File: config.mk
export PLATFORM = sky130hd
export DESIGN_NAME = shadow_dram_ctrl
export DESIGN_NICKNAME = d
export VERILOG_FILES = /design/src/rtl/shadow_dram_pkg.sv /design/src/rtl/shadow_refresh_timer.sv /design/src/rtl/shadow_write_buffer.sv /design/src/rtl/shadow_dram_seq.sv /design/src/rtl/shadow_dram_ctrl.sv
export SDC_FILE = /design/constraint.sdc
export NUM_CORES = 1
export LEC_CHECK = 0
export BUFFER_PORTS_ARGS = -buffer_cell sky130_fd_sc_hd__buf_2
export CAP_MARGIN = 20
export CORE_ASPECT_RATIO = 0.9
export CORE_UTILIZATION = 51
export DETAILED_ROUTE_END_ITERATION = 16
export PLACE_DENSITY_LB_ADDON = 0.25
export SYNTH_ARGS = -nofsm -noshare
export SYNTH_HDL_FRONTEND = slang
export SYNTH_HIERARCHICAL = 1
export SYNTH_SLANG_ARGS = --single-unit
File: constraint.sdc
create_clock -name clk2x -period 2.6 [get_ports clk2x]
set_input_delay 0.13 -clock clk2x [delete_from_list [all_inputs] [get_ports clk2x]]
set_output_delay 0.13 -clock clk2x [all_outputs]
set_load 0.05 [all_outputs]
File: src/rtl/shadow_dram_pkg.sv
package shadow_dram_pkg;
  localparam int ADDR_W  = 24;
  localparam int DRAM_AW = 12;
  localparam int DATA_W  = 8;

  typedef enum logic [3:0] {
    S_IDLE, S_ROW, S_RCD, S_CAS1, S_CAS2, S_PRE1, S_PRE2,
    S_RF1, S_RF2, S_RF3
  } seq_state_t;

  function automatic logic [DRAM_AW-1:0] row_of(input logic [ADDR_W-1:0] a);
    return a[ADDR_W-1 -: DRAM_AW];
  endfunction

  function automatic logic [DRAM_AW-1:0] col_of(input logic [ADDR_W-1:0] a);
    return a[DRAM_AW-1:0];
  endfunction

  function automatic logic in_window(input logic [ADDR_W-1:0] a,
                                     input logic [ADDR_W-1:0] base,
                                     input logic [ADDR_W:0]   span);
    logic [ADDR_W:0] off;
    off = {1'b0, a} - {1'b0, base};
    return (a >= base) && (off < span);
  endfunction

  function automatic logic ras_active(input seq_state_t s);
    return (s == S_RCD) || (s == S_CAS1) || (s == S_CAS2) ||
           (s == S_RF2) || (s == S_RF3);
  endfunction

  function automatic logic cas_active(input seq_state_t s);
    return (s == S_CAS1) || (s == S_CAS2) ||
           (s == S_RF1) || (s == S_RF2) || (s == S_RF3);
  endfunction
endpackage

File: src/rtl/shadow_refresh_timer.sv
module shadow_refresh_timer #(
  parameter int unsigned PERIOD = 500
) (
  input  logic clk,
  input  logic rst_n,
  input  logic ref_take,
  output logic ref_pend
);
  localparam int CW = $clog2(PERIOD + 1);
  logic [CW-1:0] cnt;

  always_ff @(posedge clk) begin
    if (!rst_n) begin
      cnt      <= CW'(PERIOD - 1);
      ref_pend <= 1'b0;
    end else begin
      if (cnt == '0) begin
        cnt      <= CW'(PERIOD - 1);
        ref_pend <= 1'b1;
      end else begin
        cnt <= cnt - 1'b1;
        if (ref_take) ref_pend <= 1'b0;
      end
    end
  end
endmodule

File: src/rtl/shadow_write_buffer.sv
module shadow_write_buffer
  import shadow_dram_pkg::*;
(
  input  logic              clk,
  input  logic              rst_n,
  input  logic              load,
  input  logic [ADDR_W-1:0] ld_addr,
  input  logic [DATA_W-1:0] ld_data,
  output logic              full,
  output logic              dsp_req,
  output logic [ADDR_W-1:0] dsp_addr,
  output logic [DATA_W-1:0] dsp_wdata,
  input  logic              dsp_ack
);
  logic wait_low;

  always_ff @(posedge clk) begin
    if (!rst_n) begin
      full      <= 1'b0;
      dsp_req   <= 1'b0;
      wait_low  <= 1'b0;
      dsp_addr  <= '0;
      dsp_wdata <= '0;
    end else begin
      if (load) begin
        full      <= 1'b1;
        dsp_addr  <= ld_addr;
        dsp_wdata <= ld_data;
      end
      if (full && !dsp_req && !wait_low) dsp_req <= 1'b1;
      if (dsp_req && dsp_ack) begin
        dsp_req  <= 1'b0;
        full     <= 1'b0;
        wait_low <= 1'b1;
      end
      if (wait_low && !dsp_ack) wait_low <= 1'b0;
    end
  end
endmodule

File: src/rtl/shadow_dram_seq.sv
module shadow_dram_seq
  import shadow_dram_pkg::*;
(
  input  logic               clk,
  input  logic               rst_n,
  input  logic               cpu_req,
  input  logic               cpu_rw,
  input  logic [ADDR_W-1:0]  cpu_addr,
  input  logic [DATA_W-1:0]  cpu_wdata,
  input  logic               win_hit,
  input  logic               buf_full,
  input  logic               ref_pend,
  input  logic [DATA_W-1:0]  dram_rdata,
  output logic               ras_n,
  output logic               cas_n,
  output logic               we_n,
  output logic [DRAM_AW-1:0] dram_addr,
  output logic [DATA_W-1:0]  dram_wdata,
  output logic               cpu_ack,
  output logic [DATA_W-1:0]  cpu_rdata,
  output logic               ref_take,
  output logic               acc_start,
  output logic               buf_load
);
  seq_state_t        st, nx;
  logic              wr_q;
  logic [ADDR_W-1:0] addr_q;
  logic              go;

  assign go       = cpu_req && !(!cpu_rw && win_hit && buf_full);
  assign buf_load = acc_start && !cpu_rw && win_hit;

  always_comb begin
    nx        = st;
    ref_take  = 1'b0;
    acc_start = 1'b0;
    case (st)
      S_IDLE: begin
        if (ref_pend) begin
          nx       = S_RF1;
          ref_take = 1'b1;
        end else if (go) begin
          nx        = S_ROW;
          acc_start = 1'b1;
        end
      end
      S_ROW:   nx = S_RCD;
      S_RCD:   nx = S_CAS1;
      S_CAS1:  nx = S_CAS2;
      S_CAS2:  nx = S_PRE1;
      S_PRE1:  nx = S_PRE2;
      S_PRE2:  nx = S_IDLE;
      S_RF1:   nx = S_RF2;
      S_RF2:   nx = S_RF3;
      S_RF3:   nx = S_PRE1;
      default: nx = S_IDLE;
    endcase
  end

  always_ff @(posedge clk) begin
    if (!rst_n) begin
      st         <= S_IDLE;
      ras_n      <= 1'b1;
      cas_n      <= 1'b1;
      we_n       <= 1'b1;
      dram_addr  <= '0;
      dram_wdata <= '0;
      wr_q       <= 1'b0;
      addr_q     <= '0;
      cpu_ack    <= 1'b0;
      cpu_rdata  <= '0;
    end else begin
      st    <= nx;
      ras_n <= !ras_active(nx);
      cas_n <= !cas_active(nx);
      we_n  <= !(wr_q && ((nx == S_CAS1) || (nx == S_CAS2)));
      if (acc_start) begin
        wr_q       <= !cpu_rw;
        addr_q     <= cpu_addr;
        dram_wdata <= cpu_wdata;
        dram_addr  <= row_of(cpu_addr);
      end else if (nx == S_CAS1) begin
        dram_addr <= col_of(addr_q);
      end
      cpu_ack <= (st == S_CAS2);
      if (st == S_CAS2 && !wr_q) cpu_rdata <= dram_rdata;
    end
  end
endmodule

File: src/rtl/shadow_dram_ctrl.sv
module shadow_dram_ctrl
  import shadow_dram_pkg::*;
#(
  parameter logic [23:0] SCR_BASE     = 24'h020000,
  parameter int unsigned NARROW_BYTES = 65536,
  parameter int unsigned WIDE_BYTES   = 98304,
  parameter int unsigned REF_PERIOD   = 500
) (
  input  logic               clk2x,
  input  logic               rst_n,
  input  logic               cfg_wide,
  input  logic               cpu_req,
  input  logic               cpu_rw,
  input  logic [ADDR_W-1:0]  cpu_addr,
  input  logic [DATA_W-1:0]  cpu_wdata,
  output logic [DATA_W-1:0]  cpu_rdata,
  output logic               cpu_ack,
  output logic               dram_ras_n,
  output logic               dram_cas_n,
  output logic               dram_we_n,
  output logic [DRAM_AW-1:0] dram_addr,
  output logic [DATA_W-1:0]  dram_wdata,
  input  logic [DATA_W-1:0]  dram_rdata,
  output logic               dsp_req,
  output logic [ADDR_W-1:0]  dsp_addr,
  output logic [DATA_W-1:0]  dsp_wdata,
  input  logic               dsp_ack
);
  localparam logic [ADDR_W:0] NSPAN = (ADDR_W+1)'(NARROW_BYTES);
  localparam logic [ADDR_W:0] WSPAN = (ADDR_W+1)'(WIDE_BYTES);

  logic win_hit, buf_full, buf_load, ref_pend, ref_take, acc_start;

  assign win_hit = in_window(cpu_addr, SCR_BASE, cfg_wide ? WSPAN : NSPAN);

  shadow_refresh_timer #(.PERIOD(REF_PERIOD)) u_ref (
    .clk(clk2x), .rst_n(rst_n), .ref_take(ref_take), .ref_pend(ref_pend)
  );

  shadow_dram_seq u_seq (
    .clk(clk2x), .rst_n(rst_n), .cpu_req(cpu_req), .cpu_rw(cpu_rw),
    .cpu_addr(cpu_addr), .cpu_wdata(cpu_wdata), .win_hit(win_hit),
    .buf_full(buf_full), .ref_pend(ref_pend), .dram_rdata(dram_rdata),
    .ras_n(dram_ras_n), .cas_n(dram_cas_n), .we_n(dram_we_n),
    .dram_addr(dram_addr), .dram_wdata(dram_wdata), .cpu_ack(cpu_ack),
    .cpu_rdata(cpu_rdata), .ref_take(ref_take), .acc_start(acc_start),
    .buf_load(buf_load)
  );

  shadow_write_buffer u_buf (
    .clk(clk2x), .rst_n(rst_n), .load(buf_load), .ld_addr(cpu_addr),
    .ld_data(cpu_wdata), .full(buf_full), .dsp_req(dsp_req),
    .dsp_addr(dsp_addr), .dsp_wdata(dsp_wdata), .dsp_ack(dsp_ack)
  );
endmodule

==> flow_summary_export.csv, run 1 <==
group,metric,value,unit
logic_synthesis,async_flop_share,0,
clocking,ctsHoldBuffers,6,
sta,post-route-min-period,2060,ps
die,dieArea,7610,sq um
setup_path,crit_required,2850,ps
setup_path,r2r-start,"u_seq/st[1]$_SDFF_PN0_",
logic_synthesis,syn_area,3700,sq um
global_route,grt_pass1_wl,13.8,mm
setup_path,max_stage_delay,440,ps
logic_synthesis,synth_top_cell_by_area,"dfxtp_1",
sta,min_period_over_period,0.793,
placed_design,placed_cell_area,4260,sq um
sta,relSlewSlack,0.594,
logic_synthesis,synthCells,383,
setup_path,cp-end-kind,"flip-flop",
clocking,post_cts_resized,0,
logic_synthesis,synth_warnings,6,
power,power_density,685,nW/um^2
sta,fin_setup_tns,0,ps
detailed_routing,dr.pass1.iters,6,
setup_path,cp.arrival,2310,ps
finish,fin_util,0.641,
clocking,clk_path_buf_depth,2,
logic_synthesis,synth_edf_count,0,
detailed_routing,detail_route.iter0.violations,147,
placed_design,dpl.hpwl,5.69,mm
clocking,postCtsSetupBuffers,0,
sta,finalClockSkew,5.70,ps
finish,nets,539,
placed_design,place_congestion,0.808,
logic_synthesis,synth_top_area_share,0.508,
min_path,hold_depth,3,
finish,syn_to_final_growth,21.8,%
clocking,numCtsBuffers,9,
detailed_routing,drt-wirelength-per-cell,14.0,um
die,io_pins,111,
global_route,overflow,0,
clocking,clk_pin_slew,80,ps
logic_synthesis,ys_ff_latch,94,
detailed_routing,remaining_drc_errors,0,
die,placementRows,29,
finish,drive_gt1_frac,0.271,
setup_path,critPathKind,"flip-flop to flip-flop",
min_path,worstHoldPathType,"input pin to flip-flop",
detailed_routing,ant_nets,0,
global_route,grt_max_degree,61,
min_path,hp-start,"dram_rdata[6]",
clocking,clock_sink_count,94,
clocking,insertion_delay,350,ps
setup_path,critPathLaunchType,"flip-flop",
sta,fmax,485,MHz
logic_synthesis,syn_avg_cell_area,9.67,sq um
sta,finalSetupViolations,0,
detailed_routing,via_per_inst,5.13,
die,die_h,82.9,um
setup_path,r2r_end,"u_buf/dsp_addr[4]$_SDFFE_PN0P_",
die,die_w,91.8,um
sta,tightest_slew,608,ps
sta,hold_viol,0,
detailed_routing,vias,3011,
global_route,grt_usage,0.231,
power,ir_drop,0.355,mV
setup_path,r2r_cells,6,
clocking,cts_root_buf,"clkbuf_8",
logic_synthesis,synth.distinct_cells,45,
setup_path,worstPathCellList,"nor4_2, nand3_1, nor3b_2, buf_12, mux2i_1, nor2b_1",
power,total_power,3.09,mW
finish,diodes,0,
placed_design,io_buffers,110,
die,core-area,7040,sq um
setup_path,path_delay_family,"simple AND/OR/NAND/NOR gates",
die,initial_core_util,0.526,
global_route,antenna_found_initial,0,
logic_synthesis,synth_ff_type,"dfxtp_1",
power,leakage,1.85,nW
clocking,cts_tree,"done",
clocking,htreeDepth,3,
finish,fill_cells,627,
logic_synthesis,yosys-top-cells-area,"dfxtp_1 (51%), mux2i_1 (11%), nor2b_1 (6.4%)",
logic_synthesis,syn-num-nets,430,
setup_path,rrSetupSlack,540,ps
finish,design_area,4510,sq um
logic_synthesis,yosysSeqAreaShare,0.508,
setup_path,slowest_stage,"dfxtp_1",
setup_path,worst-path-buf-inv,1,
sta,rsz0062_at_grt,"false",
sta,holdWs,18.2,ps
global_route,grt_pass1_vias,2796,
flow_run,cap_violations,0,
run_status,outcome,"completed",
detailed_routing,drt_wl_total,8.24,mm
setup_path,cp_max_fo,26,
sta,slew_viol_final,0,
min_path,worstHoldEndpoint,"u_seq/cpu_rdata[6]$_SDFFE_PN0P_",
## worst register-to-register path, stage by stage (launching register included)
cell and delay (ps):
dfxtp_1 440, nor4_2 340, nand3_1 220, nor3b_2 370
buf_12 260, mux2i_1 260, nor2b_1 70
## area by class of cell
cell class,count,area (sq um),area share
clock buffer,11,131,0.0291
clock inverter,2,60.1,0.0133
inverter,6,23.8,0.00527
multi-input combinational,258,1610,0.357
sequential,94,1880,0.417
tap,93,116,0.0258
timing repair buffer,123,688,0.153
## power by group
part	switching (mW)	total [mW]	internal (mW)
logic	0.373	0.540	0.167
clock network	0.458	0.986	0.527
registers	0.0492	1.57	1.52
## flip-flops by register name, summed over array words and instances (netlist names), 4 cells and up
| register | flops |
|---|---|
| u_buf/dsp_addr | 24 |
| u_buf/dsp_wdata | 8 |
| u_ref/cnt | 9 |
| u_seq/addr_q | 12 |
| u_seq/cpu_rdata | 8 |
| u_seq/dram_addr | 12 |
| u_seq/dram_wdata | 8 |
| u_seq/st | 4 |
## worst max path at each step
stage | start | endpoint | cells past startpoint
after CTS | u_seq/st[1]$_SDFF_PN0_ | u_buf/dsp_addr[4]$_SDFFE_PN0P_ | 6
after global placement | cpu_addr[19] | u_buf/dsp_wdata[3]$_SDFFE_PN0P_ | 7
after floorplan | cpu_addr[19] | u_buf/full$_SDFFE_PP0P_ | 10
after detailed placement | cpu_addr[19] | u_seq/dram_addr[6]$_SDFFE_PN0P_ | 9
final | u_seq/st[1]$_SDFF_PN0_ | u_buf/dsp_addr[4]$_SDFFE_PN0P_ | 6
after global routing | u_seq/st[1]$_SDFF_PN0_ | u_buf/dsp_wdata[1]$_SDFFE_PN0P_ | 6
## layer usage
metal | track usage | share of wire | wire length (um)
met1 | 0.303 | 0.45 | 3720
met3 | 0.0659 | 0.051 | 424
met4 | 0.0739 | 0.0083 | 68
met2 | 0.366 | 0.49 | 4030
met5 | 0 | 0 | 0
## synth_stat cells, types with 3 or more instances
library cell  count
a21oi_1          25
a31oi_1          12
buf_12            3
buf_2             8
buf_6             5
clkbuf_1          8
dfxtp_1          94
inv_1             5
mux2i_1          40
nand2_1          56
nand2b_1          5
nand3_1           5
nand3b_1          3
nor2_1           15
nor2b_1          38
nor3_1            3
o21ai_0          18
o31ai_1           4
or4_1             5
## stage by stage
stage	cells	setup slack, ps
2_1_floorplan	383	445
6_report	587	538
3_5_place_dp	568	214
3_3_place_gp	568	366
5_1_grt	587	386
4_1_cts	587	490
## placed cells by master, fill, tap and decap left out, drive strengths merged, types with 2 or more instances in the layout
| cell type | count |
|---|---|
| buf | 117 |
| dfxtp | 94 |
| nand2 | 56 |
| mux2i | 40 |
| nor2b | 38 |
| a21oi | 25 |
| o21ai | 19 |
| nor2 | 15 |
| a31oi | 12 |
| clkbuf | 11 |
| dlygate4sd3 | 6 |
| nand2b | 5 |
| or4 | 5 |
| inv | 5 |
| nand3 | 5 |
| o31ai | 4 |
| nor3 | 4 |
| nand3b | 3 |
| bufinv | 2 |
| o211a | 2 |
| o211ai | 2 |
| or3 | 2 |
| and2 | 2 |
| a211oi | 2 |
| a2111oi | 2 |
| nor4 | 2 |
## cell families after synthesis
family | count (synthesis) | share of synthesized area
simple gates | 144 | 0.202
fa+ha+maj | 1 | 0.00338
buf+inv | 31 | 0.0588
xor+xnor | 1 | 0.00236
flops | 94 | 0.508
mux | 40 | 0.108
compound gates | 72 | 0.118
(Power assumes the default switching activity.)
==> run 2: changes to the inputs <==
Settings changed: CORE_UTILIZATION 51 to 46.
Clock period 2.6 ns to 1.65 ns, I/O delays scaled along.
==> run 2 against run 1 <==
  * The run now ends with setup timing left
  * Non-clock buffer count increased by 59
  * Critical path depth rose by 1
  * Combinational power up 91%
  * Power increased by 64%
  * Register-to-register slack worse by 650 ps
  * Routed wire length grew 15%
  * Critical path type unchanged
==> flow_summary_export.csv, run 2 (synthesized netlist as in run 1, its figures left out) <==
group,metric,value,unit
sta,setup_ws,-113,ps
global_route,antenna_found_initial,0,
die,io_pins,111,
global_route,overflow,0,
detailed_routing,dr.pass1.iters,4,
detailed_routing,via_per_inst,5.04,
clocking,clk_path_buf_depth,2,
placed_design,place_congestion,0.795,
finish,reg_top3,"u_buf/dsp_addr: 24 flops, u_seq/addr_q: 12 flops, u_seq/dram_addr: 12 flops",
setup_path,critPathLaunchType,"flip-flop",
setup_path,crit_required,1900,ps
global_route,grt_pass1_vias,3201,
power,power.internal,3.54,mW
power,power_frac_seq,0.482,
flow_run,cap_violations,0,
clocking,htreeDepth,3,
setup_path,cp_max_fo,6,
die,placementRows,30,
detailed_routing,drt-wirelength-per-cell,14.5,um
sta,fmax,567,MHz
die,core-area,7660,sq um
power,total_power,5.08,mW
placed_design,io_buffers,110,
die,die_w,96.6,um
sta,rsz0062_at_grt,"true",
finish,mostFrequentLayoutCell,"buf_2",
finish,syn_to_final_growth,39.8,%
setup_path,critPathKind,"flip-flop to flip-flop",
sta,finalSetupViolations,67,
finish,largest-register,"u_buf/dsp_addr",
clocking,insertion_delay,360,ps
die,die_h,87.1,um
finish,layout_common_cells,"buf_2 (110), dfxtp_1 (93), nand2_1 (56), mux2i_1 (39), nor2b_1 (38)",
finish,largest_reg_flops,24,
setup_path,cp.arrival,2010,ps
sta,finalClockSkew,13.0,ps
detailed_routing,vias,3283,
clocking,cts_tree,"done",
sta,tightest_slew,357,ps
power,power.switching,1.54,mW
sta,min_period_over_period,1.07,
clocking,cts_root_buf,"clkbuf_8",
clocking,numCtsBuffers,9,
detailed_routing,detail_route.iter0.violations,105,
global_route,grt_pass1_wl,15.3,mm
sta,relSlewSlack,0.762,
finish,drive_gt1_frac,0.318,
power,p_clk_frac,0.314,
run_status,outcome,"complete, but fails checks",
placed_design,place_ws,-392,ps
sta,fin_setup_tns,-3320,ps
sta,slew_viol_final,0,
clocking,clock_sink_count,94,
power,swShare,0.304,
finish,nets,598,
die,initial_core_util,0.484,
min_path,worstHoldPathType,"input pin to flip-flop",
sta,post-route-min-period,1760,ps
finish,diodes,0,
die,dieArea,8420,sq um
sta,hold_viol,0,
setup_path,cp-end-kind,"flip-flop",
run_status,violations,"setup timing",
detailed_routing,drt_wl_total,9.44,mm
detailed_routing,ant_nets,0,
power,comb_power_share,0.203,
global_route,grt_usage,0.229,
clocking,clk_pin_slew,90,ps
detailed_routing,remaining_drc_errors,0,
power,ir_drop,0.604,mV
power,leakage,2.19,nW
power,power_density,981,nW/um^2
global_route,grt_max_degree,27,
placed_design,dpl.hpwl,6.49,mm
run 2: cell type report:
class	instances	area [sq um]
clock buffers	10	138
multi-input cells	258	1650
flip-flops and latches	94	1880
repair buffers	182	1280
fillers	615	2480
inverters	6	23.8
clock inverters	6	76.3
well taps	96	120
run 2: final timing paths:
check / start / to / slack (ps) / cells after the start
worst max-delay path: u_seq/st[2]$_SDFF_PN0_ / u_buf/dsp_wdata[7]$_SDFFE_PN0P_ / -110 / 7
worst min-delay path: cpu_rw / u_seq/wr_q$_SDFFE_PN0P_ / 80 / 3
worst max register to register: u_seq/st[2]$_SDFF_PN0_ / u_buf/dsp_wdata[7]$_SDFFE_PN0P_ / -110 / 7
worst min register to register: u_ref/cnt[0]$_SDFF_PP1_ / u_ref/cnt[0]$_SDFF_PP1_ / 410 / 1
run 2: power by group through the flow:
stage	Combinational, mW	Sequential (mW)	Clock (mW)
floorplan	0.379	2.76	0
global placement	0.938	2.50	0
detailed placement	0.953	2.50	0
CTS	1.02	2.45	1.65
global route	1.11	2.47	1.73
finish	1.03	2.45	1.60
run 2: repair_timing:
action	4_1_cts	5_1_grt
hold buffers	32	0
buffers inserted	3	2
gates cloned	0	1
setup endpoints to repair	33	69
pin swaps	3	0
gates resized for setup	3	3
hold endpoints to repair	49	0
run 2: metal layers:
| layer | GRT usage | up-vias | wire length, um |
|---|---|---|---|
| met5 | 0 | - | 0 |
| met4 | 0.0909 | 0 | 226 |
| met3 | 0.0594 | 19 | 442 |
| met2 | 0.403 | 77 | 4840 |
| met1 | 0.268 | 1537 | 3930 |
| li1 | - | 1650 | - |
run 2: worst max-delay path, stage by stage (launching register included):
cell     delay, ps
dfxtp_2        340
nor4_4         320
nand3_2        180
nor3b_4        230
buf_6          160
buf_12         130
mux2i_2        220
nor2b_1         70
run 2: per-stage QoR:
stage	util	cells	hold WS (ps)	cell area (sq um)
after CTS	0.670	649	64.7	5130
after global placement	0.595	598	303	4560
after floorplan	-	383	154	3740
after global routing	0.676	652	94.5	5180
after detailed placement	0.595	598	304	4560
final	0.676	652	78.3	5180
